==> config.mk <==
export PLATFORM = sky130hd
export DESIGN_NAME = ext_irq_trigger
export DESIGN_NICKNAME = d
export VERILOG_FILES = /design/src/rtl/eirq_pkg.sv /design/src/rtl/eirq_sync.sv /design/src/rtl/eirq_regs.sv /design/src/rtl/eirq_detect.sv /design/src/rtl/ext_irq_trigger.sv
export SDC_FILE = /design/constraint.sdc
export NUM_CORES = 1
export LEC_CHECK = 0
export BUFFER_PORTS_ARGS = -buffer_cell sky130_fd_sc_hd__buf_2
export CAP_MARGIN = 25
export CORE_MARGIN = 2
export CORE_UTILIZATION = 55
export CTS_CLUSTER_DIAMETER = 50
export DETAILED_ROUTE_END_ITERATION = 12
export GPL_TIMING_DRIVEN = 0
export PLACE_DENSITY = 0.88
export SYNTH_ARGS = -nofsm -noshare
export SYNTH_HDL_FRONTEND = slang
export SYNTH_SLANG_ARGS = --single-unit
export TNS_END_PERCENT = 5
==> constraint.sdc <==
create_clock -name clk -period 3.4 [get_ports clk]
set_clock_uncertainty 0.05 [all_clocks]
set_input_delay 0.17 -clock clk [delete_from_list [all_inputs] [get_ports clk]]
set_output_delay 0.17 -clock clk [all_outputs]
set_load 0.02 [all_outputs]
==> src/rtl/eirq_pkg.sv <==
package eirq_pkg;

    localparam int SLOT_W        = 8;
    localparam int SLOTS_PER_REG = 4;
    localparam int REG_W         = SLOT_W * SLOTS_PER_REG;

    // field positions inside one line's byte slot
    localparam int BIT_LVL  = 0;
    localparam int BIT_POL  = 1;
    localparam int BIT_BOTH = 2;
    localparam int BIT_MASK = 3;
    localparam int BIT_CLR  = 4;

    typedef struct packed {
        logic both;
        logic pol;
        logic lvl;
    } trig_mode_t;

    typedef struct packed {
        logic       mask;
        trig_mode_t mode;
    } line_cfg_t;

    typedef enum logic [2:0] {
        TRIG_FALL,
        TRIG_RISE,
        TRIG_BOTH,
        TRIG_LVL_LO,
        TRIG_LVL_HI
    } trig_kind_t;

    localparam line_cfg_t CFG_RESET = '{mask: 1'b0,
                                        mode: '{both: 1'b0, pol: 1'b0, lvl: 1'b1}};

    // both-edge dominates, then level-sense, then edge polarity
    function automatic trig_kind_t decode_mode(trig_mode_t m);
        trig_kind_t k;
        if (m.both)
            k = TRIG_BOTH;
        else if (m.lvl)
            k = m.pol ? TRIG_LVL_HI : TRIG_LVL_LO;
        else
            k = m.pol ? TRIG_RISE : TRIG_FALL;
        return k;
    endfunction

    function automatic logic is_edge_kind(trig_kind_t k);
        return (k == TRIG_FALL) || (k == TRIG_RISE) || (k == TRIG_BOTH);
    endfunction

    function automatic logic [SLOT_W-1:0] pack_slot(line_cfg_t c);
        logic [SLOT_W-1:0] s;
        s           = '0;
        s[BIT_LVL]  = c.mode.lvl;
        s[BIT_POL]  = c.mode.pol;
        s[BIT_BOTH] = c.mode.both;
        s[BIT_MASK] = c.mask;
        return s;
    endfunction

    function automatic line_cfg_t unpack_slot(logic [SLOT_W-1:0] s);
        line_cfg_t c;
        c.mode.lvl  = s[BIT_LVL];
        c.mode.pol  = s[BIT_POL];
        c.mode.both = s[BIT_BOTH];
        c.mask      = s[BIT_MASK];
        return c;
    endfunction

endpackage

==> src/rtl/eirq_sync.sv <==
module eirq_sync #(
    parameter int WIDTH  = 6,
    parameter int STAGES = 2
) (
    input  logic             clk,
    input  logic             rst,
    input  logic [WIDTH-1:0] async_i,
    output logic [WIDTH-1:0] sync_o
);
    logic [WIDTH-1:0] stage_q [STAGES];

    always_ff @(posedge clk) begin
        if (rst) begin
            for (int s = 0; s < STAGES; s++) stage_q[s] <= '0;
        end else begin
            stage_q[0] <= async_i;
            for (int s = 1; s < STAGES; s++) stage_q[s] <= stage_q[s-1];
        end
    end

    assign sync_o = stage_q[STAGES-1];
endmodule

==> src/rtl/eirq_regs.sv <==
module eirq_regs
    import eirq_pkg::*;
#(
    parameter int NUM_LINES = 6,
    parameter int ADDR_W    = 2
) (
    input  logic              clk,
    input  logic              rst,
    input  logic              bus_we_i,
    input  logic [ADDR_W-1:0] bus_addr_i,
    input  logic [REG_W-1:0]  bus_wdata_i,
    output logic [REG_W-1:0]  bus_rdata_o,
    output line_cfg_t         cfg_o [NUM_LINES],
    output logic [NUM_LINES-1:0] clr_o
);
    line_cfg_t cfg_q [NUM_LINES];
    logic [NUM_LINES-1:0] hit_w;

    // reserved write bits are dropped on purpose
    logic unused_wbits;
    assign unused_wbits = ^bus_wdata_i;

    for (genvar l = 0; l < NUM_LINES; l++) begin : g_line
        localparam int REG_IDX = l / SLOTS_PER_REG;
        localparam int BASE    = (l % SLOTS_PER_REG) * SLOT_W;

        assign hit_w[l] = bus_we_i && (bus_addr_i == ADDR_W'(REG_IDX));
        assign clr_o[l] = hit_w[l] && bus_wdata_i[BASE + BIT_CLR];

        always_ff @(posedge clk) begin
            if (rst)
                cfg_q[l] <= CFG_RESET;
            else if (hit_w[l])
                cfg_q[l] <= unpack_slot(bus_wdata_i[BASE +: SLOT_W]);
        end

        assign cfg_o[l] = cfg_q[l];


        default_mode_chk: assert property (@(posedge clk) disable iff (rst)
            $fell(rst) |-> (cfg_q[l] == CFG_RESET));


        mask_write_chk: assert property (@(posedge clk) disable iff (rst)
            hit_w[l] |=> (cfg_q[l].mask == $past(bus_wdata_i[BASE + BIT_MASK])));
    end

    always_comb begin
        bus_rdata_o = '0;
        for (int l = 0; l < NUM_LINES; l++) begin
            if (bus_addr_i == ADDR_W'(l / SLOTS_PER_REG))
                bus_rdata_o[(l % SLOTS_PER_REG) * SLOT_W +: SLOT_W] = pack_slot(cfg_q[l]);
        end
    end
endmodule

==> src/rtl/eirq_detect.sv <==
module eirq_detect
    import eirq_pkg::*;
(
    input  logic      clk,
    input  logic      rst,
    input  logic      pin_s_i,
    input  line_cfg_t cfg_i,
    input  logic      clr_i,
    output logic      req_o
);
    trig_kind_t kind;
    logic       edge_mode;
    logic       prev_q;
    logic       pend_q;
    logic       rise, fall, evt;
    logic       level_hit;

    assign kind      = decode_mode(cfg_i.mode);
    assign edge_mode = is_edge_kind(kind);
    assign rise      = pin_s_i & ~prev_q;
    assign fall      = ~pin_s_i & prev_q;

    always_comb begin
        unique case (kind)
            TRIG_RISE: evt = rise;
            TRIG_FALL: evt = fall;
            TRIG_BOTH: evt = rise | fall;
            default:   evt = 1'b0;
        endcase
    end

    always_ff @(posedge clk) begin
        if (rst) begin
            prev_q <= 1'b0;
            pend_q <= 1'b0;
        end else begin
            prev_q <= pin_s_i;
            // a new edge outranks a simultaneous acknowledge
            pend_q <= edge_mode ? ((pend_q & ~clr_i) | evt) : 1'b0;
        end
    end

    assign level_hit = (pin_s_i == cfg_i.mode.pol);
    assign req_o     = cfg_i.mask & (edge_mode ? pend_q : level_hit);


    pend_set_chk: assert property (@(posedge clk) disable iff (rst)
        (edge_mode && evt) |=> pend_q);


    pend_sticky_chk: assert property (@(posedge clk) disable iff (rst)
        (edge_mode && pend_q && !clr_i) |=> pend_q);


    pend_clear_chk: assert property (@(posedge clk) disable iff (rst)
        (pend_q && clr_i && !evt) |=> !pend_q);


    level_no_pend_chk: assert property (@(posedge clk) disable iff (rst)
        !edge_mode |=> !pend_q);
endmodule

==> src/rtl/ext_irq_trigger.sv <==
module ext_irq_trigger
    import eirq_pkg::*;
#(
    parameter int NUM_LINES   = 6,
    parameter int SYNC_STAGES = 2,
    parameter int ADDR_W      = 2
) (
    input  logic                 clk,
    input  logic                 rst,
    input  logic [NUM_LINES-1:0] irq_pin_i,
    input  logic                 bus_we_i,
    input  logic [ADDR_W-1:0]    bus_addr_i,
    input  logic [REG_W-1:0]     bus_wdata_i,
    output logic [REG_W-1:0]     bus_rdata_o,
    output logic [NUM_LINES-1:0] irq_req_o
);
    localparam int NUM_REGS = (NUM_LINES + SLOTS_PER_REG - 1) / SLOTS_PER_REG;

    logic [NUM_LINES-1:0] pin_s;
    logic [NUM_LINES-1:0] clr;
    line_cfg_t            cfg [NUM_LINES];

    initial begin
        if (NUM_LINES != 4 && NUM_LINES != 6)
            $error("NUM_LINES must be 4 or 6");
        if ((1 << ADDR_W) < NUM_REGS)
            $error("ADDR_W too small for the configuration registers");
    end

    eirq_sync #(.WIDTH(NUM_LINES), .STAGES(SYNC_STAGES)) u_sync (
        .clk     (clk),
        .rst     (rst),
        .async_i (irq_pin_i),
        .sync_o  (pin_s)
    );

    eirq_regs #(.NUM_LINES(NUM_LINES), .ADDR_W(ADDR_W)) u_regs (
        .clk         (clk),
        .rst         (rst),
        .bus_we_i    (bus_we_i),
        .bus_addr_i  (bus_addr_i),
        .bus_wdata_i (bus_wdata_i),
        .bus_rdata_o (bus_rdata_o),
        .cfg_o       (cfg),
        .clr_o       (clr)
    );

    for (genvar l = 0; l < NUM_LINES; l++) begin : g_det
        eirq_detect u_det (
            .clk     (clk),
            .rst     (rst),
            .pin_s_i (pin_s[l]),
            .cfg_i   (cfg[l]),
            .clr_i   (clr[l]),
            .req_o   (irq_req_o[l])
        );
    end
endmodule

# Word-level counts from Yosys, hierarchy flattened
# Memories as Yosys holds them, arrays and structs flattened.
# Index checks and enable logic that the tools add are counted.
[word_totals] output_inout_bits=38 inputBits=43 elab_cells=193 ram_bits=36 register_bits=12 memories=2
[classes] bitwise=68 reduce_logical=33 muxes=59 n_eq_ne=19
[mem_list] name="u_regs.cfg_q" words=6 word_bits=4 rd=6 rd_clocked_by_memory_dff=0 wr=6 line="eirq_regs.sv:16" source="line_cfg_t cfg_q [NUM_LINES];"
[mem_list] name="u_sync.stage_q" words=2 word_bits=6 rd=2 rd_clocked_by_memory_dff=0 wr=2 line="eirq_sync.sv:10" source="logic [WIDTH-1:0] stage_q [STAGES];"
[ops] cell="$mux W3" count=18
[ops] cell="$mux W4" count=12
[ops] cell="$and A1 B1 Y1" count=24
[ops] cell="$not A1 Y1" count=24
[ops] cell="$mux W1" count=21
[ops] cell="$or A1 B1 Y1" count=20
[ops] cell="$eq A3 B1 Y1 const B" count=6
[ops] cell="$eq A3 B2 Y1 const B" count=6
[ops] cell="$logic_not A3 Y1" count=6
[ops] cell="$pmux W1 S3" count=6
[ops] cell="$logic_or A1 B1 Y1" count=12
[ops] cell="$mux W6" count=2
[ops] cell="$reduce_or A2 Y1" count=6
[ops] cell="$logic_and A1 B1 Y1" count=8
[ops] cell="$eq A1 B1 Y1" count=6
[ops] cell="$eq A2 B1 Y1 const B" count=1
[ops] cell="$logic_not A2 Y1" count=1

# Depth between registers and ports, before layout
# An unclocked memory read counts as a cell.
[logic_depth] ltp_word=9 ltp_mapped=7

# By module
# Synthesis repeated with hierarchy kept, for this count alone.
[hier_totals] cells_unflattened=271 area_unflattened_um2=2889.0
[modules_own_cells] mod="eirq_regs" area_per_inst_um2=1313.8 n_inst=1 seq_area_each_um2=720.7 cells_per_inst=108
[modules_own_cells] mod="eirq_detect" area_per_inst_um2=193.9 n_inst=6 seq_area_each_um2=40.0 cells_per_inst=22
[modules_own_cells] mod="eirq_sync" area_per_inst_um2=411.6 n_inst=1 seq_area_each_um2=240.2 cells_per_inst=31

# Worst setup path before layout
# No wires, ideal clock.
[synth_timing] path_kind="register to output" startpoint="mem u_regs.cfg_q[1][1] (netlist name)" endpoint="out irq_req_o[2]" path_stages_with_launch=8 arrival_ns=1.470 setup_slack_ns=1.710 cell_sequence="edfxtp_1 > inv_1 > ha_1 > nand2b_1 > a21oi_1 > mux2i_1 > nor2b_1 > buf_4"
[synth_rtl] item="from (decl)" line="eirq_regs.sv:16"
[synth_rtl] item="to (decl)" line="ext_irq_trigger.sv:15" source="output logic [NUM_LINES-1:0] irq_req_o"

==> out/results.ini <==
[outcome]
outcome = finished, final reports clean

[yosys]
synth_edf_count = 24
synth_area_mm2 = 0.00277
synth-main-ff-cell = edfxtp_1
async_flop_share = 0
syn_avg_cell_area_um2 = 10.2
syn_inst = 272
ys_seq_elements = 48
yosys_warnings = 0
yosysUniqueCellTypes = 29
ys_seq_area_frac = 0.434

[worst_setup_path]
cp_top_family = flip-flops
end_kind = output port
rr_endpoint = g_det[4].u_det.pend_q
cpMaxStageDelayCell = edfxtp_1
cp_slowest_stage_delay_ns = 0.46
crit_path_start = u_regs.cfg_q[1][5]
reg2reg_from = u_regs.cfg_q[2][1]
cp_max_fo = 3
reg2reg_slack_ns = 1.80
cp.buffers_inverters = 3
cp-start-kind = flip-flop
rr_worst_depth = 6
cp.arrival_ns = 2.07
crit_chain = inv_1, ha_1, nand2b_1, a21oi_1, mux2i_1, nor2b_1, buf_4, buf_2
critPathRequiredTime_ns = 3.18
critical_path_class = reg -> out

[routing]
wl_per_cell_um = 12.6
ant_nets = 0
remaining_drc_errors = 0
drt_iter0_markers = 60
routed_wl_um = 5190
dr.pass1.iters = 4
viasPerCell = 4.74
vias = 1954

[cts]
path_clk_slew_ns = 0.10
cts.htree.levels = 2
clockBufferDepth = 2
ctsHoldBuffers = 0
numCtsBuffers = 5
clockRootBuffer = clkbuf_8
clk_latency_ns = 0.31
clock-sinks = 48
cts_resized = 0
cts_tree = yes
post_cts_buffers = 0

[global_routing]
grt_pass1_vias = 1932
grt_pass1_wl_um = 8720
grtUsageTotal = 0.212
grt_overflow = 0
grt_antenna_before_repair = 0
grt_max_degree = 17

[min_path]
hold_path_class = in -> reg
holdPathEnd = u_sync.stage_q[0][3]
hold_depth = 2
min_from = irq_pin_i[3]

[timing]
setup_ws_ns = 1.11
fmax_mhz = 436
fin_setup_tns_ns = 0
setup_viol = 0
finalMaxSlewViolations = 0
grt_setup_unrepaired = no
worst_slew_pin_slew_ns = 0.573
hold_viol_final = 0
min_period_ns = 2.29
period_share = 0.675
slew_headroom = 0.618

[floorplanning]
die_h_um = 75.0
die_w_um = 75.0
initial_utilization = 0.579
ios = 81
core_area_mm2 = 0.00479
num_rows = 25
dieArea_mm2 = 0.00562

[layout]
syn_to_final_growth_pct = 18.3
diodes = 0
drive_above_1_share = 0.270
fillers = 384
fin_nets = 411

[power]
power_density_mw_per_mm2 = 402
sw_frac_of_total = 0.267
p_int_mw = 0.965
sequentialPowerShare = 0.509
p_leak_nw = 1.48
p_comb_frac = 0.183
pwr-share-clk = 0.308
p_switching_mw = 0.352
vdd_drop_max_v = 0.000402

[run]
drv_cap = 0

[placement]
place_hpwl_um = 3970
gp_congestion = 0.885
place_ws_ns = 1.44
port_buffers = 50

## kinds of logic after synthesis
| family | count (synthesis) | share of synthesized area |
|---|---|---|
| AND/OR/NAND/NOR | 94 | 0.203 |
| buffers and inverters | 54 | 0.107 |
| flip-flops | 48 | 0.434 |
| AO/OA/AOI/OAI | 25 | 0.0547 |
| adder cells (fa/ha/maj) | 24 | 0.108 |
| multiplexers | 20 | 0.0723 |
| XOR/XNOR | 6 | 0.0190 |
| other | 1 | 0.00135 |
## per-layer routing
layer  wire length, um  share of wire  GRT usage  vias to the layer above
met2              2660           0.51      0.376                       49
met1              2260           0.43      0.252                      890
li1                  -              -          -                     1008
met4                85          0.016     0.0952                        0
met5                 0              0          0                        -
met3               185          0.036     0.0348                        7
## per-stage QoR
stage	util	power (mW)	area, um2	hold slack (ns)	instances
after floorplan	-	0.856	2830	0.248	287
after global placement	0.660	0.914	3160	0.327	404
after detailed placement	0.660	0.923	3160	0.334	404
after CTS	0.684	1.32	3280	0.00666	412
after global routing	0.684	1.38	3280	0.0109	412
final	0.684	1.32	3280	0.00881	412
## layout by cell type (no fill, tap or decap), drive strengths merged, types with 3 or more instances in the layout
cell | Yosys | layout
a211oi | 6 | 6
a21oi | 12 | 12
a31oi | 6 | 6
and2 | 24 | 24
buf | 24 | 74
clkbuf | 5 | 12
conb | 1 | 16
dfxtp | 24 | 24
edfxtp | 24 | 24
ha | 24 | 24
inv | 25 | 25
mux2i | 20 | 20
nand2b | 9 | 9
nand3 | 4 | 4
nor2 | 15 | 15
nor2b | 19 | 19
nor4 | 6 | 6
or2 | 7 | 7
or2b | 3 | 3
xnor2 | 6 | 6
## sequential cells by signal (all words and copies together) (netlist names)
signal / flops
u_regs.cfg_q: 24
g_det.u_det.pend_q: 6
g_det.u_det.prev_q: 6
u_sync.stage_q: 12
## worst max-delay path by stage
| stage | to | cells after the start | slack [ns] |
|---|---|---|---|
| floorplan | irq_req_o[2] | 7 | 1.71 |
| global placement | irq_req_o[4] | 8 | 1.48 |
| detailed placement | irq_req_o[3] | 8 | 1.44 |
| CTS | irq_req_o[3] | 8 | 1.09 |
| global route | irq_req_o[3] | 8 | 0.94 |
| finish | irq_req_o[3] | 8 | 1.11 |
## power groups by stage
stage          clock, mW  combinational [mW]  sequential [mW]
4_1_cts            0.408               0.241            0.670
3_3_place_gp           0               0.233            0.681
2_1_floorplan          0               0.181            0.675
3_5_place_dp           0               0.240            0.683
6_report           0.406               0.241            0.670
5_1_grt            0.434               0.269            0.675
## synth_stat cells, types with 2 or more instances
master	count	area [um2]
a211oi_1	6	45.0
a21oi_1	12	60.1
a31oi_1	6	37.5
and2_1	24	150
buf_4	22	165
clkbuf_1	3	11.3
clkbuf_2	2	10.0
dfxtp_1	24	480
edfxtp_1	24	721
ha_1	24	300
inv_1	25	93.8
mux2i_1	20	200
nand2_1	2	7.51
nand2b_1	9	56.3
nand3_1	4	20.0
nor2_1	15	56.3
nor2b_1	19	119
nor3_1	2	10.0
nor4_1	6	37.5
or2_2	7	43.8
or2b_1	3	22.5
xnor2_1	6	52.6
## final cells by class
class	count	area (um2)	area share
multi-input cells	185	1330	0.405
flip-flops and latches	48	1200	0.367
repair buffers	50	250	0.0764
plain buffers	29	203	0.0619
clock buffers	7	108	0.0328
inverters	25	93.8	0.0286
well taps	67	83.8	0.0256
clock inverters	1	8.76	0.00267
## worst register-to-register path, delay by kind of cell, from the launching register on
family,cells,cell delay (ns)
AOI/OAI and AO/OA,2,0.30
adders and majority gates,1,0.32
buffers and inverters,1,0.07
DFF,1,0.44
muxes,1,0.13
and+or+nand+nor,1,0.19
(Power assumes the default switching activity.)
